`src/rtl/dmc_pkg.sv`:
```
package dmc_pkg;
  typedef enum logic [1:0] {
    ST_IDLE = 2'd0,
    ST_MOVE = 2'd1,
    ST_FIN  = 2'd2
  } dmc_state_e;
endpackage

```
`src/rtl/dmc_rst_sync.sv`:
```
module dmc_rst_sync (
  input  logic clk,
  input  logic rst_n,
  output logic srst_n
);
  logic s1_q, s2_q;

  always_ff @(posedge clk or negedge rst_n) begin
    if (!rst_n) begin
      s1_q <= 1'b0;
      s2_q <= 1'b0;
    end else begin
      s1_q <= 1'b1;
      s2_q <= s1_q;
    end
  end

  assign srst_n = s2_q;
endmodule

```
`src/rtl/dmc_beat_calc.sv`:
```
// Bytes and lane enables of one memory beat, never crossing a word boundary.
module dmc_beat_calc #(
  parameter int BB = 4,
  parameter int MW = 24,
  localparam int OFFW = $clog2(BB)
) (
  input  logic [OFFW-1:0] off,
  input  logic [MW-1:0]   left,
  output logic [OFFW:0]   nb,
  output logic [BB-1:0]   be
);
  logic [OFFW:0]   room;
  logic [OFFW+1:0] lo, hi;

  always_comb begin
    room = (OFFW+1)'(BB) - {1'b0, off};
    if (left < MW'(room)) nb = left[OFFW:0];
    else                  nb = room;
    lo = {2'b00, off};
    hi = {2'b00, off} + {1'b0, nb};
  end

  for (genvar gi = 0; gi < BB; gi++) begin : g_lane
    localparam logic [OFFW+1:0] IDX = (OFFW+2)'(gi);
    assign be[gi] = (IDX >= lo) && (IDX < hi);
  end
endmodule

```
`src/rtl/dmc_regs.sv`:
```
// Address, script count and cumulative byte counter.
module dmc_regs #(
  parameter int AW = 32,
  parameter int CW = 24,
  parameter int TW = 32,
  parameter int NW = 3
) (
  input  logic          clk,
  input  logic          srst_n,
  input  logic          load,
  input  logic [AW-1:0] ld_addr,
  input  logic [CW-1:0] ld_count,
  input  logic          step,
  input  logic [NW-1:0] nb,
  output logic [AW-1:0] addr_q,
  output logic [CW-1:0] cnt_q,
  output logic [TW-1:0] tot_q
);
  logic [AW-1:0] addr_d;
  logic [CW-1:0] cnt_d;
  logic [TW-1:0] tot_d;
  logic          en_ac, en_t;

  always_comb begin
    addr_d = addr_q;
    cnt_d  = cnt_q;
    tot_d  = tot_q;
    en_ac  = 1'b0;
    en_t   = 1'b0;
    if (load) begin
      addr_d = ld_addr;
      cnt_d  = ld_count;
      en_ac  = 1'b1;
    end else if (step) begin
      addr_d = addr_q + AW'(nb);
      cnt_d  = cnt_q - CW'(nb);
      tot_d  = tot_q + TW'(nb);
      en_ac  = 1'b1;
      en_t   = 1'b1;
    end
  end

  always_ff @(posedge clk or negedge srst_n) begin
    if (!srst_n) begin
      addr_q <= '0;
      cnt_q  <= '0;
    end else if (en_ac) begin
      addr_q <= addr_d;
      cnt_q  <= cnt_d;
    end
  end

  always_ff @(posedge clk or negedge srst_n) begin
    if (!srst_n)   tot_q <= '0;
    else if (en_t) tot_q <= tot_d;
  end
endmodule

```
`src/rtl/dmc_ctrl.sv`:
```
// Step sequencing: chunk sizing, device-length tracking and outcome.
module dmc_ctrl
  import dmc_pkg::*;
#(
  parameter int CW = 24,
  parameter int LW = 24,
  parameter int MW = 24,
  parameter int NW = 3
) (
  input  logic          clk,
  input  logic          srst_n,
  input  logic          start,
  input  logic          dir_out,
  input  logic [LW-1:0] dev_len,
  input  logic [CW-1:0] cnt,
  input  logic          mem_done,
  input  logic [NW-1:0] nb,
  output logic [MW-1:0] left_q,
  output logic [LW-1:0] dev_q,
  output logic          busy,
  output logic          mem_req,
  output logic          step,
  output logic          done,
  output logic          drained,
  output logic          resume,
  output logic          dir_q
);
  dmc_state_e    state_q, state_d;
  logic [LW-1:0] dev_d;
  logic [MW-1:0] left_d, first_len, cnt_ext, dev_ext;
  logic          dir_d, zero_q, zero_d, en_ctx;

  assign cnt_ext   = MW'(cnt);
  assign dev_ext   = MW'(dev_len);
  assign first_len = (cnt_ext < dev_ext) ? cnt_ext : dev_ext;

  always_comb begin
    state_d = state_q;
    dev_d   = dev_q;
    left_d  = left_q;
    dir_d   = dir_q;
    zero_d  = zero_q;
    en_ctx  = 1'b0;
    unique case (state_q)
      ST_IDLE: if (start) begin
        en_ctx  = 1'b1;
        dev_d   = dev_len;
        left_d  = first_len;
        dir_d   = dir_out;
        zero_d  = (dev_len == '0);
        state_d = (first_len == '0) ? ST_FIN : ST_MOVE;
      end
      ST_MOVE: if (mem_done) begin
        en_ctx = 1'b1;
        dev_d  = dev_q - LW'(nb);
        left_d = left_q - MW'(nb);
        if (left_q == MW'(nb)) state_d = ST_FIN;
      end
      ST_FIN:  state_d = ST_IDLE;
      default: state_d = ST_IDLE;
    endcase
  end

  always_ff @(posedge clk or negedge srst_n) begin
    if (!srst_n) state_q <= ST_IDLE;
    else         state_q <= state_d;
  end

  always_ff @(posedge clk or negedge srst_n) begin
    if (!srst_n) begin
      dev_q  <= '0;
      left_q <= '0;
      dir_q  <= 1'b0;
      zero_q <= 1'b0;
    end else if (en_ctx) begin
      dev_q  <= dev_d;
      left_q <= left_d;
      dir_q  <= dir_d;
      zero_q <= zero_d;
    end
  end

  assign busy    = (state_q != ST_IDLE);
  assign mem_req = (state_q == ST_MOVE);
  assign step    = mem_req & mem_done;
  assign done    = (state_q == ST_FIN);
  assign drained = done & ~zero_q & (dev_q == '0);
  assign resume  = done & (dev_q != '0);
endmodule

```
`src/rtl/dma_chunker.sv`:
```
module dma_chunker #(
  parameter int AW = 32,
  parameter int CW = 24,
  parameter int LW = 24,
  parameter int TW = 32,
  parameter int BB = 4
) (
  input  logic          clk,
  input  logic          rst_n,
  input  logic          cfg_load,
  input  logic [AW-1:0] cfg_addr,
  input  logic [CW-1:0] cfg_count,
  input  logic          start,
  input  logic          dir_out,
  input  logic [LW-1:0] dev_len,
  output logic          busy,
  output logic          mem_req,
  output logic          mem_we,
  output logic [AW-1:0] mem_addr,
  output logic [BB-1:0] mem_be,
  input  logic          mem_done,
  output logic          done,
  output logic          drained,
  output logic          resume,
  output logic          drain_out,
  output logic [AW-1:0] cur_addr,
  output logic [CW-1:0] cur_count,
  output logic [TW-1:0] total_bytes,
  output logic [LW-1:0] dev_left
);
  localparam int OFFW = $clog2(BB);
  localparam int NW   = OFFW + 1;
  localparam int MW   = (CW > LW) ? CW : LW;

  logic          srst_n, step, dir_q;
  logic [NW-1:0] nb;
  logic [MW-1:0] left_q;

  dmc_rst_sync u_rst (.clk(clk), .rst_n(rst_n), .srst_n(srst_n));

  dmc_regs #(.AW(AW), .CW(CW), .TW(TW), .NW(NW)) u_regs (
    .clk(clk), .srst_n(srst_n),
    .load(cfg_load & ~busy), .ld_addr(cfg_addr), .ld_count(cfg_count),
    .step(step), .nb(nb),
    .addr_q(cur_addr), .cnt_q(cur_count), .tot_q(total_bytes)
  );

  dmc_beat_calc #(.BB(BB), .MW(MW)) u_beat (
    .off(cur_addr[OFFW-1:0]), .left(left_q), .nb(nb), .be(mem_be)
  );

  dmc_ctrl #(.CW(CW), .LW(LW), .MW(MW), .NW(NW)) u_ctrl (
    .clk(clk), .srst_n(srst_n),
    .start(start), .dir_out(dir_out), .dev_len(dev_len),
    .cnt(cur_count), .mem_done(mem_done), .nb(nb),
    .left_q(left_q), .dev_q(dev_left),
    .busy(busy), .mem_req(mem_req), .step(step),
    .done(done), .drained(drained), .resume(resume), .dir_q(dir_q)
  );

  assign mem_we    = ~dir_q;
  assign drain_out = dir_q;
  assign mem_addr  = {cur_addr[AW-1:OFFW], {OFFW{1'b0}}};
endmodule

```
`config.mk`:
```
export PLATFORM = sky130hd
export DESIGN_NAME = dma_chunker
export DESIGN_NICKNAME = d
export VERILOG_FILES = /design/src/rtl/dmc_pkg.sv /design/src/rtl/dmc_rst_sync.sv /design/src/rtl/dmc_beat_calc.sv /design/src/rtl/dmc_regs.sv /design/src/rtl/dmc_ctrl.sv /design/src/rtl/dma_chunker.sv
export SDC_FILE = /design/constraint.sdc
export NUM_CORES = 1
export LEC_CHECK = 0
export BUFFER_PORTS_ARGS = -buffer_cell sky130_fd_sc_hd__buf_2
export CAP_MARGIN = 10
export CORE_UTILIZATION = 35
export DETAILED_ROUTE_END_ITERATION = 10
export GPL_TIMING_DRIVEN = 0
export HOLD_SLACK_MARGIN = 0.1
export PLACE_DENSITY = 0.66
export SLEW_MARGIN = 15
export SYNTH_ARGS = -nofsm -noshare
export SYNTH_HDL_FRONTEND = slang
export SYNTH_HIERARCHICAL = 1
export SYNTH_SLANG_ARGS = --single-unit
```
`constraint.sdc`:
```
create_clock -name clk -period 4 [get_ports clk]
set_clock_uncertainty 0.05 [all_clocks]
set_input_delay 0.4 -clock clk [delete_from_list [all_inputs] [get_ports clk]]
set_output_delay 0.4 -clock clk [all_outputs]
set_load 0.05 [all_outputs]
```
==> out/metrics.yaml, run 1 <==
outcome:
  outcome: "finished, violations left"
  violations: "negative setup slack"
synthesis:
  synthArstFlopShare: 1.00
  synthesis.area_sq_mm: 0.00959
  ys_seq_area_frac: 0.370
  yosys.area.top_type: "dfrtp_1"
  synthCells: 1111
  synth_area_per_cell_sq_um: 8.63
  synth_seq_cells: 142
  synth-main-ff-cell: "dfrtp_1"
  synth_area_leaders: "dfrtp_1 37%, ha_1 5.9%, nand2_1 5.8%"
  synth_edf_count: 0
  synth_top_cell_area_share: 0.370
  synth.distinct_cells: 78
  yosys_warnings: 6
clocking:
  clkSlewWorstSetupHoldPaths_ps: 70
  cts_buffers: 17
  cts.root.buffer_cell: "clkbuf_16"
  cts_buffer_depth: 2
  cts_tree: "done"
  cts.sinks: 142
  clkLatencyLatePin_ps: 420
  cts.htree.levels: 4
sta:
  tns_ps: -8.64
  rsz0062_at_grt: "yes"
  holdWs_ps: 134
  setup_viol: 1
  period_minus_slack_ps: 4010
  hold_viol: 0
  timing.final.ws_setup_ps: -8.64
  final_max_slew_viol_count: 0
  post-route-period-util: 1.00
  worstMarginPinSlew_ps: 890
  relSlewSlack: 0.401
  fmax_mhz: 249
floorplan:
  initial_core_util: 0.356
  core_sq_mm: 0.0270
  num_rows: 60
  num_io_pins: 241
  die_width_um: 168
  dieArea_sq_mm: 0.0281
  die_h_um: 168
detailed_routing:
  drc: 0
  firstDrtPassIters: 5
  post_drt_wl_per_cell_um: 18.3
  drt_iter0_markers: 800
  vias: 9507
  ant_nets: 0
  avgViaCountPerCell: 5.42
  drt_wl_total_um: 32100
setup_path:
  required_ps: 3550
  path_max_fanout: 4
  setup.worst_path.class: "flip-flop to primary output"
  crit_path_start_kind: "flip-flop"
  worstSetupEndpointType: "primary output"
  arrival_ps: 3560
placed_design:
  dp_hpwl_um: 23500
  portBuffers: 238
  dp_slack_ps: -776
  gp_congestion: 0.925
layout:
  area.growth.synth_to_final_pct: 30.1
  fin_util: 0.463
  num-nets-final: 1538
  n_antenna_cell: 0
  layout-drive-gt1-share: 0.312
power_and_ir_drop:
  power_density_mw_per_mm2: 933
  p_leak_nw: 5.63
  max-vdd-ir-drop_v: 0.000656
  finalPower_mw: 11.6
flow_run:
  maxCapViolCount: 0
global_routing:
  grt_max_degree: 56
  globalRoute.totalOverflow: 0
  antenna_found_initial: 0
  track_usage: 0.230
  grt_pass1_wl_um: 50500
  first_global_vias: 9031
min_path:
  hp-class: "primary input to flip-flop"
-- kinds of logic after synthesis --
logic type,synth area share
buffers and inverters,0.0674
DFF,0.370
other,0.000783
xor gates and xnor gates,0.0758
AOI/OAI and AO/OA,0.147
adders and majority gates,0.0712
and+or+nand+nor,0.228
muxes,0.0397
-- critical path, cell delays in order (launching register included) --
cell and delay, ps:
dfrtp_2 430, inv_4 70, ha_4 140, inv_4 40
ha_4 150, nor4_4 130, nand4_1 200, nor3_4 330
buf_6 150, o21ai_4 80, ha_4 170, fa_2 350
nand2_2 90, nand2_1 80, mux2_4 320, a32oi_2 220
buf_6 190
-- cells in the mapped netlist, types with 6 or more instances --
cell type / number
nand2_1: 148
or3_1: 8
ha_1: 45
nor3_1: 26
nor2_1: 79
buf_2: 11
o22ai_1: 11
o21ai_0: 97
nor2b_1: 9
a211oi_1: 9
fa_1: 6
mux2i_1: 29
a21oi_1: 80
or2_2: 8
clkbuf_1: 29
xnor2_1: 51
and4_1: 8
mux2_2: 8
nand3b_1: 6
dfrtp_1: 142
buf_4: 35
nand4_1: 16
or4_1: 7
nor4_1: 38
nand3_1: 29
inv_1: 50
and3_1: 7
xor2_1: 32
-- sequential cells by signal, summed over array words and instances, names as in the netlist --
register and cells:
u_regs/tot_q 32, u_ctrl/state_q 2, u_rst/srst_n 1, u_ctrl/dev_q 24
u_regs/cnt_q 24, u_ctrl/left_q 24, u_rst/s1_q 1, u_ctrl/dir_q 1
u_ctrl/zero_q 1, u_regs/addr_q 32
-- cell type report --
| cell class | instances | area (sq um) |
|---|---|---|
| Buffer | 77 | 453 |
| Clock buffer | 20 | 437 |
| Clock inverter | 12 | 138 |
| Fill cell | 2611 | 14500 |
| Inverter | 51 | 196 |
| Multi-Input combinational cell | 841 | 5730 |
| Sequential cell | 142 | 3560 |
| Tap cell | 341 | 427 |
| Timing Repair Buffer | 271 | 1530 |
-- through the flow --
step / area [sq um] / cells
2_1_floorplan: 9610 / 1112
3_3_place_gp: 11200 / 1691
3_5_place_dp: 11300 / 1693
4_1_cts: 12200 / 1745
5_1_grt: 12500 / 1755
6_report: 12500 / 1755
-- power breakdown --
| group | leakage, nW | total (mW) | internal (mW) | switching, mW |
|---|---|---|---|---|
| logic | 3.64 | 7.06 | 2.39 | 4.67 |
| registers | 1.72 | 2.99 | 2.01 | 0.988 |
| clock network | 0.275 | 1.59 | 0.925 | 0.663 |
| total | 5.63 | 11.6 | 5.32 | 6.32 |
-- per-layer routing --
layer  track usage  share of wire
met5             0              0
met4        0.0682          0.019
met3        0.0482          0.072
met2         0.354           0.45
met1         0.324           0.46
-- worst paths after layout --
check                                              from                            end  slack (ps)  depth (start not counted)
max                        u_regs/addr_q[0]$_DFFE_PN0P_                      mem_be[1]          -9                         16
min                                        cfg_addr[18]  u_regs/addr_q[18]$_DFFE_PN0P_         130                          3
max reg2reg                u_regs/addr_q[0]$_DFFE_PN0P_  u_ctrl/left_q[22]$_DFFE_PN0P_         110                         21
min reg2reg                        u_rst/s1_q$_DFF_PN0_         u_rst/srst_n$_DFF_PN0_         300                          0
max in group asynchronous        u_rst/srst_n$_DFF_PN0_   u_regs/tot_q[18]$_DFFE_PN0P_        2620                          2
min in group asynchronous                         rst_n         u_rst/srst_n$_DFF_PN0_         250                          2
-- layout by cell type (no fill, tap or decap), types with 8 or more instances in the layout --
| cell type | instances |
|---|---|
| buf_2 | 245 |
| or3_1 | 8 |
| nor2_1 | 77 |
| mux2i_1 | 28 |
| xor2_1 | 32 |
| nand2_1 | 146 |
| ha_1 | 41 |
| clkbuf_16 | 17 |
| nand3_1 | 23 |
| clkbuf_1 | 31 |
| o21ai_0 | 92 |
| and4_1 | 8 |
| inv_1 | 45 |
| a21oi_1 | 76 |
| nor3_1 | 25 |
| a211oi_1 | 9 |
| buf_4 | 60 |
| nand4_1 | 16 |
| nor4_1 | 33 |
| xnor2_1 | 51 |
| o22ai_1 | 11 |
| dfrtp_1 | 139 |
-- timing repair --
action	4_1_cts	5_1_grt
gates cloned	0	0
hold buffers	1	0
setup endpoints to repair	98	59
buffers inserted	19	11
pin swaps	12	17
gates resized for setup	37	47
hold endpoints to repair	2	0
Power figures use the tool's default switching activity.
==> run 2: changes to the inputs <==
--- a/config.mk
+++ b/config.mk
@@ -7,11 +7,11 @@
 export LEC_CHECK = 0
 export BUFFER_PORTS_ARGS = -buffer_cell sky130_fd_sc_hd__buf_2
 export CAP_MARGIN = 10
-export CORE_UTILIZATION = 35
+export CORE_UTILIZATION = 49
 export DETAILED_ROUTE_END_ITERATION = 10
 export GPL_TIMING_DRIVEN = 0
 export HOLD_SLACK_MARGIN = 0.1
-export PLACE_DENSITY = 0.66
+export PLACE_DENSITY = 0.84
 export SLEW_MARGIN = 15
 export SYNTH_ARGS = -nofsm -noshare
 export SYNTH_HDL_FRONTEND = slang
==> out/metrics.yaml, run 2 (same netlist as run 1, synthesis figures left out) <==
sta:
  rsz0062_at_grt: "yes"
  setup_viol: 8
  timing.final.ws_setup_ps: -110
  post-route-period-util: 1.03
  hold_viol: 0
  tns_ps: -559
  final_max_slew_viol_count: 0
  relSlewSlack: 0.456
  period_minus_slack_ps: 4110
  worstMarginPinSlew_ps: 809
  fmax_mhz: 243
floorplan:
  initial_core_util: 0.506
  die_h_um: 142
  num_io_pins: 241
  die_width_um: 142
  dieArea_sq_mm: 0.0201
  num_rows: 50
  core_sq_mm: 0.0190
outcome:
  violations: "negative setup slack"
  outcome: "finished, violations left"
layout:
  num-nets-final: 1537
  reg_top3: "u_regs/addr_q x32, u_regs/tot_q x32"
  nFillCells: 1476
  layout-drive-gt1-share: 0.317
  n_antenna_cell: 0
  final_area_sq_mm: 0.0124
  area.growth.synth_to_final_pct: 29.2
  multi_input_area_sq_mm: 0.00576
  final_cell_mix: "245 x buf_2, 144 x nand2_1, 139 x dfrtp_1"
  regArea_sq_mm: 0.00356
  final_common_cell: "buf_2"
detailed_routing:
  wl_met1_um: 13100
  avgViaCountPerCell: 5.94
  firstDrtPassIters: 9
  highest_layer: "met4"
  post_drt_wl_per_cell_um: 19.7
  vias: 9933
  wl_met2_um: 15600
  drt_wl_total_um: 32900
  drc: 0
  ant_nets: 0
  drt_iter0_markers: 1041
  dr_wl_met3_um: 2820
setup_path:
  path_max_fanout: 5
  worstSetupEndpointType: "flip-flop"
  rrSetupSlack_ps: -110
  required_ps: 4240
  crit_path_frequent_cell: "buf_4"
  timing.rr.start: "u_regs/addr_q[0]$_DFFE_PN0P_"
  crit_path_start_kind: "flip-flop"
  crit_end: "u_ctrl/left_q[16]$_DFFE_PN0P_"
  reg2reg_to: "u_ctrl/left_q[16]$_DFFE_PN0P_"
  path_cells: "inv_4 > ha_4 > inv_4 > ha_4 > nor4_4 > nand4_1 > nor3_4 > buf_6 > nand2_1 > o21ai_4 > buf_4 > buf_4 > ha_1 > fa_2 > nor2b_2 > nor3_4 > buf_4 > nand3_2 > or4_4 > a21oi_2 > a21oi_1"
  cp-startpoint: "u_regs/addr_q[0]$_DFFE_PN0P_"
  slowest_delay_ps: 460
  setup.worst_path.class: "flip-flop to flip-flop"
  worstRegToRegCells: 21
  crit_slowest_cell: "or4_4"
  arrival_ps: 4350
clocking:
  cts_buffer_depth: 2
  cts_buffers: 17
  clkSlewWorstSetupHoldPaths_ps: 70
  cts.sinks: 142
  cts_tree: "done"
  clkLatencyLatePin_ps: 430
  cts.htree.levels: 4
  cts.root.buffer_cell: "clkbuf_16"
global_routing:
  globalRoute.totalOverflow: 0
  first_global_vias: 9262
  grt_pass1_wl_um: 49500
  grt_max_degree: 56
  antenna_found_initial: 0
  track_usage: 0.315
power_and_ir_drop:
  power_density_mw_per_mm2: 966
  max-vdd-ir-drop_v: 0.000671
  p_leak_nw: 5.64
  finalPower_mw: 12.0
placed_design:
  dp_slack_ps: -667
  place_area_sq_mm: 0.0112
  gp_congestion: 0.947
  dp_hpwl_um: 22300
  portBuffers: 238
flow_run:
  maxCapViolCount: 0
min_path:
  hp-class: "primary input to flip-flop"
## run 2: cell count changes in the layout (fill, tap and decap cells not counted), moves of 2 or more
cell and delta:
nor2b_1 -2, o21ai_0 -4, nor4_2 +2, o21ai_1 +4, buf_6 -2, buf_4 +2
clkbuf_1 -2, clkinv_4 -2, nand2_1 -2
## run 2: layout make-up
class	instances	area share
buffer	77	0.0364
clock buffer	19	0.0357
multi-input combinational	841	0.464
tap	260	0.0262
inverter	51	0.0158
sequential	142	0.287
clock inverter	12	0.0128
timing repair buffer	270	0.122
## run 2: power breakdown
group | switching [mW] | internal (mW)
Clock | 0.659 | 0.999
Combinational | 4.84 | 2.47
Sequential | 1.00 | 2.01
## run 2: per-layer routing
layer	vias to the layer above	track usage
li1	4491	-
met4	0	0.160
met2	609	0.489
met1	4731	0.415
met3	102	0.0685
met5	-	0
## run 2: timing repair
action,in CTS,in global routing
hold buffers,1,0
pin swaps,13,13
resized for setup,34,61
endpoints found under the hold margin,2,0
endpoints found under the setup margin,86,55
buffers inserted,21,8
## run 2: worst min-delay path by stage
stage	startpoint	end	slack (ps)	cells past startpoint
detailed placement	rst_n	u_rst/s1_q$_DFF_PN0_	140	1
floorplan	rst_n	u_rst/s1_q$_DFF_PN0_	50	0
CTS	dir_out	u_ctrl/dir_q$_DFFE_PN0P_	120	3
global route	cfg_addr[13]	u_regs/addr_q[13]$_DFFE_PN0P_	120	3
finish	dir_out	u_ctrl/dir_q$_DFFE_PN0P_	120	3
global placement	rst_n	u_rst/s1_q$_DFF_PN0_	140	1
## run 2: worst max-delay path, delay by kind of cell, from the launching register on
kind            cells  cell delay, ps
compound gates      3             380
fa+ha+maj           4             740
buf+inv             6             720
flops               1             450
simple gates        8            1610
## run 2: per-stage QoR
step                hold slack (ps)  instances  utilization
floorplan                      54.4       1112            -
CTS                             118       1665        0.637
global placement                137       1610        0.587
finish                          118       1672        0.654
global route                    123       1672        0.654
detailed placement              137       1612        0.590
